File: config.mk
export PLATFORM = sky130hd
export DESIGN_NAME = bank_rowbuf_ctrl
export DESIGN_NICKNAME = d
export VERILOG_FILES = /design/src/rtl/rowbuf_pkg.sv /design/src/rtl/rowbuf_tracker.sv /design/src/rtl/rowbuf_gap_timer.sv /design/src/rtl/rowbuf_seq.sv /design/src/rtl/bank_rowbuf_ctrl.sv
export SDC_FILE = /design/constraint.sdc
export NUM_CORES = 1
export LEC_CHECK = 0
export ABC_AREA = 0
export BUFFER_PORTS_ARGS = -buffer_cell sky130_fd_sc_hd__buf_2
export CORE_MARGIN = 4
export CORE_UTILIZATION = 35
export DETAILED_ROUTE_END_ITERATION = 8
export GPL_TIMING_DRIVEN = 1
export SLEW_MARGIN = 10
export SYNTH_ARGS = -nofsm -noshare
export SYNTH_HDL_FRONTEND = slang
export SYNTH_SLANG_ARGS = --single-unit
File: constraint.sdc
create_clock -name clk -period 1.71 [get_ports clk]
set_input_delay 0 -clock clk [delete_from_list [all_inputs] [get_ports clk]]
set_output_delay 0 -clock clk [all_outputs]
set_load 0.01 [all_outputs]
File: src/rtl/rowbuf_pkg.sv
package rowbuf_pkg;

  typedef enum logic [2:0] {
    CMD_NOP = 3'd0,
    CMD_ACT = 3'd1,
    CMD_RD  = 3'd2,
    CMD_WR  = 3'd3,
    CMD_PRE = 3'd4
  } cmd_e;

  typedef enum logic [1:0] {
    CLS_HIT      = 2'd0,
    CLS_EMPTY    = 2'd1,
    CLS_CONFLICT = 2'd2
  } cls_e;

  typedef enum logic [2:0] {
    ST_IDLE,
    ST_PRE,
    ST_ACT,
    ST_COL,
    ST_CPRE
  } st_e;

endpackage

File: src/rtl/rowbuf_tracker.sv
module rowbuf_tracker
  import rowbuf_pkg::*;
#(
  parameter int ROW_W = 12
) (
  input  logic             clk,
  input  logic             rst_n,
  input  logic             act_en,
  input  logic             pre_en,
  input  logic [ROW_W-1:0] req_row,
  output logic             open_v,
  output logic [ROW_W-1:0] open_row,
  output cls_e             cls
);

  logic             open_v_d;
  logic [ROW_W-1:0] open_row_d;
  logic             row_en;

  always_comb begin
    open_v_d   = open_v;
    open_row_d = open_row;
    row_en     = 1'b0;
    if (act_en) begin
      open_v_d   = 1'b1;
      open_row_d = req_row;
      row_en     = 1'b1;
    end else if (pre_en) begin
      open_v_d = 1'b0;
    end
  end

  always_ff @(posedge clk or negedge rst_n) begin
    if (!rst_n) begin
      open_v <= 1'b0;
    end else begin
      open_v <= open_v_d;
    end
  end

  always_ff @(posedge clk or negedge rst_n) begin
    if (!rst_n) begin
      open_row <= '0;
    end else if (row_en) begin
      open_row <= open_row_d;
    end
  end

  always_comb begin
    if (!open_v) begin
      cls = CLS_EMPTY;
    end else if (open_row == req_row) begin
      cls = CLS_HIT;
    end else begin
      cls = CLS_CONFLICT;
    end
  end

endmodule

File: src/rtl/rowbuf_gap_timer.sv
module rowbuf_gap_timer #(
  parameter int CNT_W = 2
) (
  input  logic             clk,
  input  logic             rst_n,
  input  logic             load_en,
  input  logic [CNT_W-1:0] load_val,
  output logic             zero
);

  logic [CNT_W-1:0] cnt_q;
  logic [CNT_W-1:0] cnt_d;
  logic             cnt_en;

  always_comb begin
    cnt_en = 1'b0;
    cnt_d  = cnt_q;
    if (load_en) begin
      cnt_en = 1'b1;
      cnt_d  = load_val;
    end else if (cnt_q != '0) begin
      cnt_en = 1'b1;
      cnt_d  = cnt_q - 1'b1;
    end
  end

  always_ff @(posedge clk or negedge rst_n) begin
    if (!rst_n) begin
      cnt_q <= '0;
    end else if (cnt_en) begin
      cnt_q <= cnt_d;
    end
  end

  assign zero = (cnt_q == '0);

endmodule

File: src/rtl/rowbuf_seq.sv
module rowbuf_seq
  import rowbuf_pkg::*;
(
  input  logic       clk,
  input  logic       rst_n,
  input  logic       req_valid,
  input  logic       req_write,
  input  logic       close_page,
  input  cls_e       cls_in,
  input  logic       tmr_zero,
  output cmd_e       cmd,
  output logic       ack,
  output cls_e       cls_q
);

  st_e  st_q;
  st_e  st_d;
  cls_e cls_d;
  logic cls_en;

  always_comb begin
    st_d   = st_q;
    cmd    = CMD_NOP;
    ack    = 1'b0;
    cls_d  = cls_q;
    cls_en = 1'b0;
    case (st_q)
      ST_IDLE: begin
        if (req_valid) begin
          cls_en = 1'b1;
          cls_d  = cls_in;
          case (cls_in)
            CLS_HIT:   st_d = ST_COL;
            CLS_EMPTY: st_d = ST_ACT;
            default:   st_d = ST_PRE;
          endcase
        end
      end
      ST_PRE: begin
        if (tmr_zero) begin
          cmd  = CMD_PRE;
          st_d = ST_ACT;
        end
      end
      ST_ACT: begin
        if (tmr_zero) begin
          cmd  = CMD_ACT;
          st_d = ST_COL;
        end
      end
      ST_COL: begin
        if (tmr_zero) begin
          cmd  = req_write ? CMD_WR : CMD_RD;
          ack  = 1'b1;
          st_d = close_page ? ST_CPRE : ST_IDLE;
        end
      end
      ST_CPRE: begin
        if (tmr_zero) begin
          cmd  = CMD_PRE;
          st_d = ST_IDLE;
        end
      end
      default: st_d = ST_IDLE;
    endcase
  end

  always_ff @(posedge clk or negedge rst_n) begin
    if (!rst_n) begin
      st_q <= ST_IDLE;
    end else begin
      st_q <= st_d;
    end
  end

  always_ff @(posedge clk or negedge rst_n) begin
    if (!rst_n) begin
      cls_q <= CLS_HIT;
    end else if (cls_en) begin
      cls_q <= cls_d;
    end
  end

endmodule

File: src/rtl/bank_rowbuf_ctrl.sv
module bank_rowbuf_ctrl
  import rowbuf_pkg::*;
#(
  parameter int ROW_W = 12,
  parameter int COL_W = 12,
  parameter int T_RCD = 3,
  parameter int T_RP  = 3,
  parameter int T_CP  = 2,
  localparam int ADDR_W = (ROW_W > COL_W) ? ROW_W : COL_W
) (
  input  logic              clk,
  input  logic              rst_n,
  input  logic              close_page,
  input  logic              req_valid,
  output logic              req_ready,
  input  logic              req_write,
  input  logic [ROW_W-1:0]  req_row,
  input  logic [COL_W-1:0]  req_col,
  output logic [2:0]        cmd_type,
  output logic [ADDR_W-1:0] cmd_addr,
  output logic [1:0]        acc_class
);

  localparam int GAP_A  = (T_RCD > T_RP) ? T_RCD : T_RP;
  localparam int GAP_MX = (GAP_A > T_CP) ? GAP_A : T_CP;
  localparam int CNT_W  = (GAP_MX > 2) ? $clog2(GAP_MX) : 1;

  cmd_e             cmd;
  cls_e             cls_now;
  cls_e             cls_q;
  logic             tmr_zero;
  logic             issue;
  logic [CNT_W-1:0] gap_val;
  logic             open_v;
  logic [ROW_W-1:0] open_row;

  rowbuf_tracker #(.ROW_W(ROW_W)) u_trk (
    .clk      (clk),
    .rst_n    (rst_n),
    .act_en   (cmd == CMD_ACT),
    .pre_en   (cmd == CMD_PRE),
    .req_row  (req_row),
    .open_v   (open_v),
    .open_row (open_row),
    .cls      (cls_now)
  );

  rowbuf_seq u_seq (
    .clk        (clk),
    .rst_n      (rst_n),
    .req_valid  (req_valid),
    .req_write  (req_write),
    .close_page (close_page),
    .cls_in     (cls_now),
    .tmr_zero   (tmr_zero),
    .cmd        (cmd),
    .ack        (req_ready),
    .cls_q      (cls_q)
  );

  always_comb begin
    issue = (cmd != CMD_NOP);
    case (cmd)
      CMD_ACT: gap_val = CNT_W'(T_RCD - 1);
      CMD_PRE: gap_val = CNT_W'(T_RP - 1);
      default: gap_val = CNT_W'(T_CP - 1);
    endcase
  end

  rowbuf_gap_timer #(.CNT_W(CNT_W)) u_tmr (
    .clk      (clk),
    .rst_n    (rst_n),
    .load_en  (issue),
    .load_val (gap_val),
    .zero     (tmr_zero)
  );

  always_comb begin
    case (cmd)
      CMD_ACT:         cmd_addr = ADDR_W'(req_row);
      CMD_RD, CMD_WR:  cmd_addr = ADDR_W'(req_col);
      default:         cmd_addr = '0;
    endcase
  end

  assign cmd_type  = cmd;
  assign acc_class = cls_q;

endmodule

# == Word level (Yosys, flattened, before mapping) ==
# Index checks and enable logic that the tools add are counted.
# op_classes
add_sub_neg,1
n_eq_ne,15
muxes,28
reduce_logical,14
# ops
cell,n
$mux 3,8
$pmux 12 s2,1
$pmux 3 s5,1
$eq 12x12->1,1
$eq 3x2->1 const B,4
$mux 1,11
$mux 2,5
$ne 2x2->1 const B,5
$pmux 3 s3,1
$eq 3x1->1 const B,2
$eq 3x3->1 const B,2
$reduce_bool 2->1,3
$reduce_or 2->1,3
$reduce_and 5->1,1
$logic_not 2->1,2
$pmux 2 s2,1
$reduce_and 2->1,2
$logic_not 3->1,1
$reduce_and 3->1,1
$reduce_bool 3->1,1
$eq 2x1->1 const B,1
$sub 2x1->2 const B,1
# word_totals
register_bits,20
wordCells,63

# == Longest topological paths before layout ==
# Gate-level depths: netlist (run 1).
# depth
word_depth,7
depth_mapped,7

# == By module ==
# A second synthesis (run 1) with hierarchy kept.
# hier_totals
hier_cells,107
area_unflattened_um2,1262.5
# by_module_without_submodules
mod,n_inst,cells_per_inst,area_per_inst_um2,seq_area_each_um2
rowbuf_tracker,1,44,613.1,325.3
rowbuf_seq,1,27,312.8,125.1
bank_rowbuf_ctrl,1,24,222.7,0.0
rowbuf_gap_timer,1,12,113.9,50.0

# == Worst setup path after synthesis (run 1) ==
# OpenSTA, ideal clock, no wires.
# synth_path
path_kind,register -> register
from,reg u_tmr.cnt_q[0]
to,reg u_trk.open_row[11]
t_arrival_ns,1.349
setup_slack_ns,0.236
stages_incl_launch_ff,8
path_buffers,2
period_less_slack_ns,1.474
path_cell_list,dfrtp_1 inv_1 ha_1 buf_4 nand2_4 nor2_4 buf_12 mux2_4
# synth_via
elab_chain_len,6
word_cells_on_any_way,8
cone_classes,eq/ne: 1; mux: 5; reduce/logical: 2
# synth_rtl
element,line_no,source
"start, declared",rowbuf_gap_timer.sv:11,logic [CNT_W-1:0] cnt_q;
"start signal, assigned",rowbuf_gap_timer.sv:31,cnt_q <= cnt_d;
$logic_not 2->1 *,rowbuf_gap_timer.sv:35,assign zero = (cnt_q == '0);
$mux 3 (tied with other cells),rowbuf_seq.sv:52,if (tmr_zero) begin
$pmux 3 s3 *,rowbuf_seq.sv:27,case (st_q)
$eq 3x1->1 *,bank_rowbuf_ctrl.sv:40,".act_en (cmd == CMD_ACT),"
$mux 1,rowbuf_tracker.sv:24,if (act_en) begin
$reduce_and 2->1 (no line) *,--,
"end signal, assigned",rowbuf_tracker.sv:45,open_row <= open_row_d;
"end, declared",rowbuf_tracker.sv:12,"output logic [ROW_W-1:0] open_row,"
# Mark *: on every way between the ends. The rest lies on a longest branch, timed or not.
# A chain may end at the register's enable or synchronous reset.

# == Final worst setup path (run 1) ==
# layout_path
from,reg u_seq.st_q[0]
to,out cmd_type[1]
# layout_via
elab_chain_len,3
word_cells_on_any_way,6
cone_classes,eq/ne: 4; mux: 1; reduce/logical: 1
# layout_rtl
element,line_no,source
"start, declared",rowbuf_seq.sv:16,st_e st_q;
"start signal, assigned",rowbuf_seq.sv:72,st_q <= st_d;
$eq 3x1->1 / $eq 3x3->1 (equally long branches),rowbuf_seq.sv:27,
$reduce_or 2->1 (no line),--,
$pmux 3 s3 *,rowbuf_seq.sv:27,
"end, declared",bank_rowbuf_ctrl.sv:19,"output logic [2:0] cmd_type,"
# Marked as above.

==> reports/metrics.cfg, run 1 <==
[finish]
syn_to_final_growth_pct=27.1
fin_nets=201
drive_gt1_frac=0.438
instances_no_fill=215
fin_util=0.477
diodes=0
n_fill_cell=328

[detailed_routing]
drc=0
vias_per_cell=4.80
wl_microns=2800
wire_per_inst_microns=13.0
postRouteAntennaNets=0
first_iter_violations=26
vias=1032
dr.pass1.iters=4

[logic_synthesis]
synthMuxAreaShare=0.227
syn_nets=149
synth_warnings=0
synthTopCellsByArea=dfrtp_1, mux2_4, xnor2_1
netlist_instances=119
synth-simple-area-share=0.129
synth-main-ff-cell=dfrtp_1
ys_seq_elements=20
ys_types=33
synth_edf_count=0
synthAdderAreaFrac=0.00968
synth_top_family_by_area=multiplexers
synth_xor_area_frac=0.0949
synth_seq_area_share=0.387
avgSynthCellArea_sq_um=10.9
synthArstFlopShare=1.00
yosysTopAreaCellShare=0.387
yosys-top-cells-count=dfrtp_1, nor2_1, xnor2_1, mux2i_1, mux2_4
syn_area_sq_um=1290
synth.most_common_cell=dfrtp_1
synth.largest_area_cell=dfrtp_1
synth-compound-area-share=0.0852

[outcome]
status=finished clean

[floorplanning]
row_count=21
pin_count=47
die_width_microns=68.8
core_sq_um=3440
initial_core_util=0.375
die_h_microns=68.8
die_area_sq_um=4730

[min_path]
holdCritPathClass=input port to register

[clocking]
cts-buffers-inserted=3
cts.clk_slew.worst_paths_ns=0.07
cts-htree-levels=1
clk_path_buf_depth=2
cts.sinks=20
cts_root_buffer=clkbuf_8
worstSkewPairLatency_ns=0.25
cts_tree=yes

[power_and_ir_drop]
power_per_cell_area_nw_per_um2=1750
peakVddDrop_uv=560
p_leak_nw=0.818

[worst_setup_path]
crit_required_ns=1.71
crit_fanout=13
r2r_setup_slack_ns=0.21
arrival_ns=1.51
cp-start-kind=register
critPathKind=register to output pin
cp-end-kind=output pin

[grt]
grt_pass1_vias=1085
grt_pass1_wl_microns=4640
antenna_found_initial=0
grtUsageTotal=0.134
grt_max_degree=21
gr-total-overflow=0

[timing]
hold_viol_final=0
period_share=0.882
skew_ns=0.00558
timing.slew.headroom=0.696
tns_ns=0
fmax_mhz=663
rsz0062_at_grt=no
setup_viol=0
slew_violations=0
fin_crit_ns=1.51
setup_ws_ns=0.202
worst_pin_slew_ns=0.455

[placement]
place_congestion=0.829
dp_hpwl_microns=2210
io_buffers=46
dp.cells=210
dp_slack_ns=0.226

[run]
cap_violations=0

[registers in the layout (all words and copies together), names as in the netlist]
name and flops:
u_trk.open_v 1, u_tmr.cnt_q 2, u_seq.st_q 3, u_seq.cls_q 2, u_trk.open_row 12
[path summary, 6_finish.rpt]
kind,cells after the start,end,startpoint
worst max-delay path,4,cmd_type[1],u_seq.st_q[0]
worst min-delay path,2,u_trk.open_row[2],req_row[2]
worst max register to register,6,u_trk.open_row[9],u_tmr.cnt_q[1]
worst min register to register,2,u_seq.cls_q[0],u_seq.cls_q[0]
max in group asynchronous,2,u_trk.open_row[3],rst_n
min in group asynchronous,2,u_trk.open_row[7],rst_n
[report_power, final]
part	total, mW	switching (mW)	internal [mW]
logic	1.67	0.768	0.902
clock network	0.293	0.137	0.156
registers	0.911	0.195	0.716
total	2.87	1.10	1.77
[layer usage]
layer	global-route usage	wire length, microns	vias to the layer above
met5	0	0	-
met3	0.0324	190	4
met1	0.168	1210	476
li1	-	-	516
met4	0.0584	29	0
met2	0.218	1370	36
[area by class of cell]
class	instances	area [sq um]	share of cell area
repair buffers	55	315	0.192
multi-input cells	86	709	0.432
inverters	5	18.8	0.0114
flip-flops and latches	20	500	0.305
well taps	46	57.6	0.0350
clock buffers	3	41.3	0.0251
[kinds of logic after synthesis]
| group | Yosys count |
|---|---|
| compound gates | 17 |
| xor+xnor | 14 |
| fa+ha+maj | 1 |
| buf+inv | 13 |
| flops | 20 |
| mux | 24 |
| simple gates | 30 |
[per-stage QoR]
stage	cell area (sq um)	power, mW	hold WS (ns)
after floorplan	1290	2.18	-0.296
after global placement	1580	2.54	-0.0348
after detailed placement	1580	2.59	-0.0232
after CTS	1640	2.92	0.00653
after global routing	1640	3.12	0.0114
final	1640	2.87	0.0147
[timing repair]
item / CTS / global route
setup endpoints to repair: 0 / 1
setup buffers: 0 / 0
resized for setup: 0 / 1
endpoints found under the hold margin: 21 / 0
hold buffers: 2 / 0
[placed cells by master, fill, tap and decap left out, drive strengths merged]
cell type    count
a211oi           1
a21oi            5
a221oi           1
a22o             1
a31o             1
buf             53
clkbuf           3
dfrtp           20
dlygate4sd3      2
ha               1
inv              5
mux2            12
mux2i           12
nand2            5
nand3b           1
nand4            3
nor2            15
nor2b            1
nor3             3
nor3b            1
o21ai            4
o221ai           1
o22ai            1
o31a             1
o31ai            1
or4b             1
xnor2           14
[worst max-delay path: stages, from the launching register on]
cell and delay, ns:
dfrtp_1 0.54, buf_4 0.30, inv_1 0.10, nor2_1 0.16
buf_2 0.16
Note: power is estimated with default switching activity, not from simulation.
==> run 2: changes to the inputs <==
--- a/config.mk
+++ b/config.mk
@@ -8,9 +8,10 @@
 export ABC_AREA = 0
 export BUFFER_PORTS_ARGS = -buffer_cell sky130_fd_sc_hd__buf_2
 export CORE_MARGIN = 4
-export CORE_UTILIZATION = 35
+export CORE_UTILIZATION = 49
 export DETAILED_ROUTE_END_ITERATION = 8
 export GPL_TIMING_DRIVEN = 1
+export PLACE_DENSITY = 0.78
 export SLEW_MARGIN = 10
 export SYNTH_ARGS = -nofsm -noshare
 export SYNTH_HDL_FRONTEND = slang
==> run 2 against run 1 <==
Non-clock buffer count increased by 14. First-iteration DRC count decreased by 50%. Sequential power decreased by 1%. Hold slack improved by 0.16 ns. Sequential share of layout area decreased by 1.7 points. Clock skew decreased by 0.0034 ns. Setup slack got worse by 0.056 ns. Final cell count decreased by 0.47%.
==> reports/metrics.cfg, run 2 (same netlist as run 1, synthesis figures left out) <==
[outcome]
status=finished clean

[finish]
fin_util=0.697
mostFrequentLayoutCell=buf_2
final_cell_mix=buf_2, dfrtp_1, dlygate4sd3_1, xnor2_1, nor2_1
diodes=0
syn_to_final_growth_pct=34.8
reg_top3=u_trk.open_row x12, u_seq.st_q x3
stdcell_area_sq_um=1740
drive_gt1_frac=0.413
largest_reg_flops=12
fin_nets=215
top_register=u_trk.open_row

[placement]
place_congestion=0.678
dp_hpwl_microns=2250
placed_area_sq_um=1550
io_buffers=46

[clocking]
worstSkewPairLatency_ns=0.30
cts-htree-levels=1
cts.clk_slew.worst_paths_ns=0.11
cts-buffers-inserted=3
cts_tree=yes
cts.sinks=20
clk_path_buf_depth=2
cts_root_buffer=clkbuf_4

[grt]
grt_pass1_vias=1201
antenna_found_initial=0
grtUsageTotal=0.189
grt_max_degree=21
gr-total-overflow=0
grt_pass1_wl_microns=5100

[detailed_routing]
vias=1106
first_iter_violations=13
dr.pass1.iters=6
postRouteAntennaNets=0
drc=0
wl_microns=3080
vias_per_cell=5.17
wire_per_inst_microns=14.4

[worst_setup_path]
crit_fanout=6
cp-end-kind=register
arrival_ns=1.76
critPathKind=register to register
rr_worst_depth=6
critPathCapture=u_trk.open_row[8]
r2r_setup_slack_ns=0.15
r2r-end=u_trk.open_row[8]
r2r-start=u_tmr.cnt_q[0]
crit_required_ns=1.90
startpoint=u_tmr.cnt_q[0]
cp-start-kind=register

[power_and_ir_drop]
p_leak_nw=0.874
power_per_cell_area_nw_per_um2=1650
total_power_mw=2.88
peakVddDrop_uv=1110

[floorplanning]
pin_count=47
die_width_microns=59.4
initial_core_util=0.517
row_count=18
die_area_sq_um=3520
die_h_microns=59.4
core_sq_um=2500

[timing]
period_share=0.914
slew_violations=0
hold_viol_final=0
tns_ns=0
worst_pin_slew_ns=0.452
setup_viol=0
rsz0062_at_grt=no
fmax_mhz=640
fin_crit_ns=1.56
timing.slew.headroom=0.699
whs_ns=0.171
skew_ns=0.00222

[min_path]
holdCritPathClass=input port to async pin

[run]
cap_violations=0

==> run 2: repair_timing <==
| action | CTS | global route |
|---|---|---|
| hold buffers | 15 | 0 |
| gates resized for setup | 0 | 1 |
| setup endpoints to repair | 0 | 1 |
| endpoints found under the hold margin | 34 | 0 |
| buffers inserted | 0 | 0 |
==> run 2: how the worst min path moves through the flow <==
stage          start        endpoint  slack [ns]  cells after the start
2_1_floorplan  rst_n  u_seq.cls_q[0]       -0.30                      0
3_3_place_gp   rst_n  u_seq.cls_q[0]       -0.04                      1
3_5_place_dp   rst_n  u_seq.cls_q[1]       -0.03                      1
4_1_cts        rst_n   u_seq.st_q[1]        0.18                      2
5_1_grt        rst_n  u_seq.cls_q[1]        0.20                      2
6_report       rst_n  u_seq.cls_q[1]        0.17                      2
==> run 2: area by class of cell <==
cell class,instances,area [sq um]
fillers,183,757
inverters,5,18.8
repair buffers,69,440
flip-flops and latches,20,500
multi-input cells,86,709
clock buffers,4,36.3
well taps,30,37.5
==> run 2: worst max-delay path, cell delays in order, from the launching register on <==
cell and delay [ns]:
dfrtp_1 0.42, inv_1 0.08, ha_1 0.21, nand2_4 0.07
nor2_4 0.19, buf_4 0.19, mux2_4 0.30
==> run 2: per-stage QoR <==
step	std cells	setup slack, ns
2_1_floorplan	119	0.236
3_3_place_gp	195	0.231
3_5_place_dp	195	0.160
4_1_cts	214	0.0434
5_1_grt	214	0.0578
6_report	214	0.146
==> run 2: power by group <==
group	internal (mW)	switching (mW)	total (mW)
Clock	0.130	0.146	0.276
Sequential	0.713	0.188	0.901
Combinational	0.912	0.792	1.70
Total	1.76	1.13	2.88
==> run 2: layer usage <==
layer	global-route usage	vias up	wire, microns
met5	0	-	0
met4	0.0680	0	14
met3	0.0349	2	131
met2	0.324	31	1630
met1	0.235	528	1300
li1	-	545	-
==> run 3: changes to the inputs <==
--- a/config.mk
+++ b/config.mk
@@ -5,10 +5,10 @@
 export SDC_FILE = /design/constraint.sdc
 export NUM_CORES = 1
 export LEC_CHECK = 0
-export ABC_AREA = 0
+export ABC_AREA = 1
 export BUFFER_PORTS_ARGS = -buffer_cell sky130_fd_sc_hd__buf_2
 export CORE_MARGIN = 4
-export CORE_UTILIZATION = 49
+export CORE_UTILIZATION = 48
 export DETAILED_ROUTE_END_ITERATION = 8
 export GPL_TIMING_DRIVEN = 1
 export PLACE_DENSITY = 0.78
==> run 3 against run 2 <==
The run now ends with negative setup slack left. Clock power is 42% higher. Die area decreased by 4.2%. Power up 9.0%. Area after synthesis fell by 6.8%. Clock skew rose by 0.014 ns. Final cell count rose by 30%. Highest routed layer unchanged. Clock-buffer cell count shrank 1. Combinational power up 8%. Register-to-register slack got worse by 0.06 ns. Design area grew 13%.
==> reports/metrics.cfg, run 3 <==
[detailed_routing]
dr.pass1.iters=4
wire_per_inst_microns=14.8
wl_microns=4110
drc=0
postRouteAntennaNets=0
first_iter_violations=57
vias=1444
vias_per_cell=5.19

[run]
cap_violations=0

[logic_synthesis]
synth.largest_area_cell=dfrtp_1
ys_seq_elements=20
synth-main-ff-cell=dfrtp_1
synthTopCellsByArea=dfrtp_1, nand2_1, xnor2_1
ys_types=19
avgSynthCellArea_sq_um=6.96
netlist_instances=173
synth_warnings=0
yosys-top-cells-count=nand2_1, dfrtp_1, inv_1, nor2_1, o21ai_0
yosysTopAreaCellShare=0.415
synth_edf_count=0
synth_seq_area_share=0.415
synth.most_common_cell=nand2_1
syn_nets=203
syn_area_sq_um=1200
synthArstFlopShare=1.00

[worst_setup_path]
crit_required_ns=1.71
crit_fanout=7
cp-start-kind=register
cp-end-kind=output pin
arrival_ns=1.71
critPathKind=register to output pin

[floorplanning]
pin_count=47
initial_core_util=0.525
core_sq_um=2300
row_count=17
die_area_sq_um=3380
die_width_microns=58.1
die_h_microns=58.1

[clocking]
cts-buffers-inserted=3
clk_path_buf_depth=2
worstSkewPairLatency_ns=0.31
cts-htree-levels=1
cts_tree=yes
cts.clk_slew.worst_paths_ns=0.13
cts_root_buffer=clkbuf_4
cts.sinks=20

[finish]
fin_nets=281
final_cell_mix=nand2_1, buf_2, dfrtp_1, dlygate4sd3_1, inv_1
drive_gt1_frac=0.396
mostFrequentLayoutCell=nand2_1
largest_reg_flops=12
n_fill_cell=131
top_register=u_trk.open_row
reg_top3=u_trk.open_row x12, u_seq.st_q x3
stdcell_area_sq_um=1970
diodes=0
instances_no_fill=278
syn_to_final_growth_pct=63.1

[outcome]
violations=negative setup slack
status=finished with violations

[power_and_ir_drop]
p_leak_nw=1.13
p_clk_frac=0.125
peakVddDrop_uv=1170
p_int_mw=1.76
combPwrFrac=0.583
p_sw_mw=1.38
seqPwrFrac=0.292
power_per_cell_area_nw_per_um2=1600
switching_share=0.438

[grt]
grt_max_degree=21
antenna_found_initial=0
gr-total-overflow=0
grtUsageTotal=0.203
grt_pass1_wl_microns=5410
grt_pass1_vias=1263

[placement]
dp_hpwl_microns=2270
place_congestion=0.844
dp_slack_ns=0.213
dp.cells=246
placed_area_sq_um=1460
io_buffers=46

[timing]
fin_crit_ns=1.71
skew_ns=0.0163
setup_ws_ns=-0.00396
whs_ns=0.00996
slew_violations=0
period_share=1.00
worst_pin_slew_ns=0.467
setup_viol=2
timing.slew.headroom=0.688
fmax_mhz=583
hold_viol_final=0
rsz0062_at_grt=yes

[min_path]
holdCritPathClass=input port to register

## run 3: stage by stage
stage               utilization  total power, mW  setup TNS (ns)
floorplan                     -             1.83               0
global placement          0.635             2.13               0
detailed placement        0.635             2.20               0
CTS                       0.741             2.71               0
global route              0.856             3.37          -0.755
finish                    0.856             3.14        -0.00563
## run 3: cells by family (layout without fill, tap and decap cells)
family / after synthesis / in the layout / share of synthesized area
AO/OA/AOI/OAI: 15 / 15 / 0.0654
adder cells (fa/ha/maj): 1 / 1 / 0.0104
flip-flops: 20 / 20 / 0.415
AND/OR/NAND/NOR: 108 / 108 / 0.380
XOR/XNOR: 7 / 7 / 0.0509
buffers and inverters: 22 / 99 / 0.0779
## run 3: routing by layer
metal	up-vias	GRT usage	part of all wire	wire length, microns
li1	687	-	-	-
met1	656	0.252	0.37	1510
met2	86	0.360	0.52	2140
met3	15	0.0401	0.083	339
met4	0	0.0497	0.027	111
met5	-	0	0	0
## run 3: worst max-delay path, stage by stage, from the launching register on
cell and delay (ns):
dfrtp_1 0.43, inv_2 0.08, ha_4 0.14, nand3_4 0.11, nor2_4 0.21, buf_12 0.19
nand2_4 0.06, nand2_1 0.05, buf_2 0.12
## run 3: worst paths after layout
path	start	to	slack (ns)	cells past startpoint
setup / recovery	u_tmr.cnt_q[0]	cmd_addr[9]	-0.004	8
hold / removal	req_valid	u_seq.st_q[0]	0.01	3
setup reg to reg	u_tmr.cnt_q[0]	u_trk.open_row[2]	0.09	9
hold reg to reg	u_seq.cls_q[0]	u_seq.cls_q[0]	0.51	2
max in group asynchronous	rst_n	u_trk.open_row[1]	1.22	2
min in group asynchronous	rst_n	u_trk.open_row[5]	0.16	2
## run 3: layout make-up
type                       count  area [sq um]  area share
tap                           28          35.0      0.0178
multi-input combinational    131           723       0.368
inverter                      20          75.1      0.0382
clock inverter                 1          30.0      0.0153
clock buffer                   3          22.5      0.0115
sequential                    20           500       0.255
timing repair buffer          75           579       0.295
## run 3: repair_timing
| item | in CTS | in global routing |
|---|---|---|
| setup buffers | 3 | 10 |
| gates resized for setup | 4 | 41 |
| hold endpoints to repair | 33 | 0 |
| gates cloned | 0 | 1 |
| hold buffers | 14 | 0 |
| pin swaps | 2 | 12 |
| endpoints found under the setup margin | 13 | 10 |
## run 3: power groups by stage
stage          combinational, mW  clock, mW  sequential [mW]
2_1_floorplan              0.955          0            0.873
6_report                    1.83      0.392            0.917
3_5_place_dp                1.29          0            0.905
5_1_grt                     2.01      0.412            0.943
4_1_cts                     1.42      0.397            0.898
3_3_place_gp                1.24          0            0.887
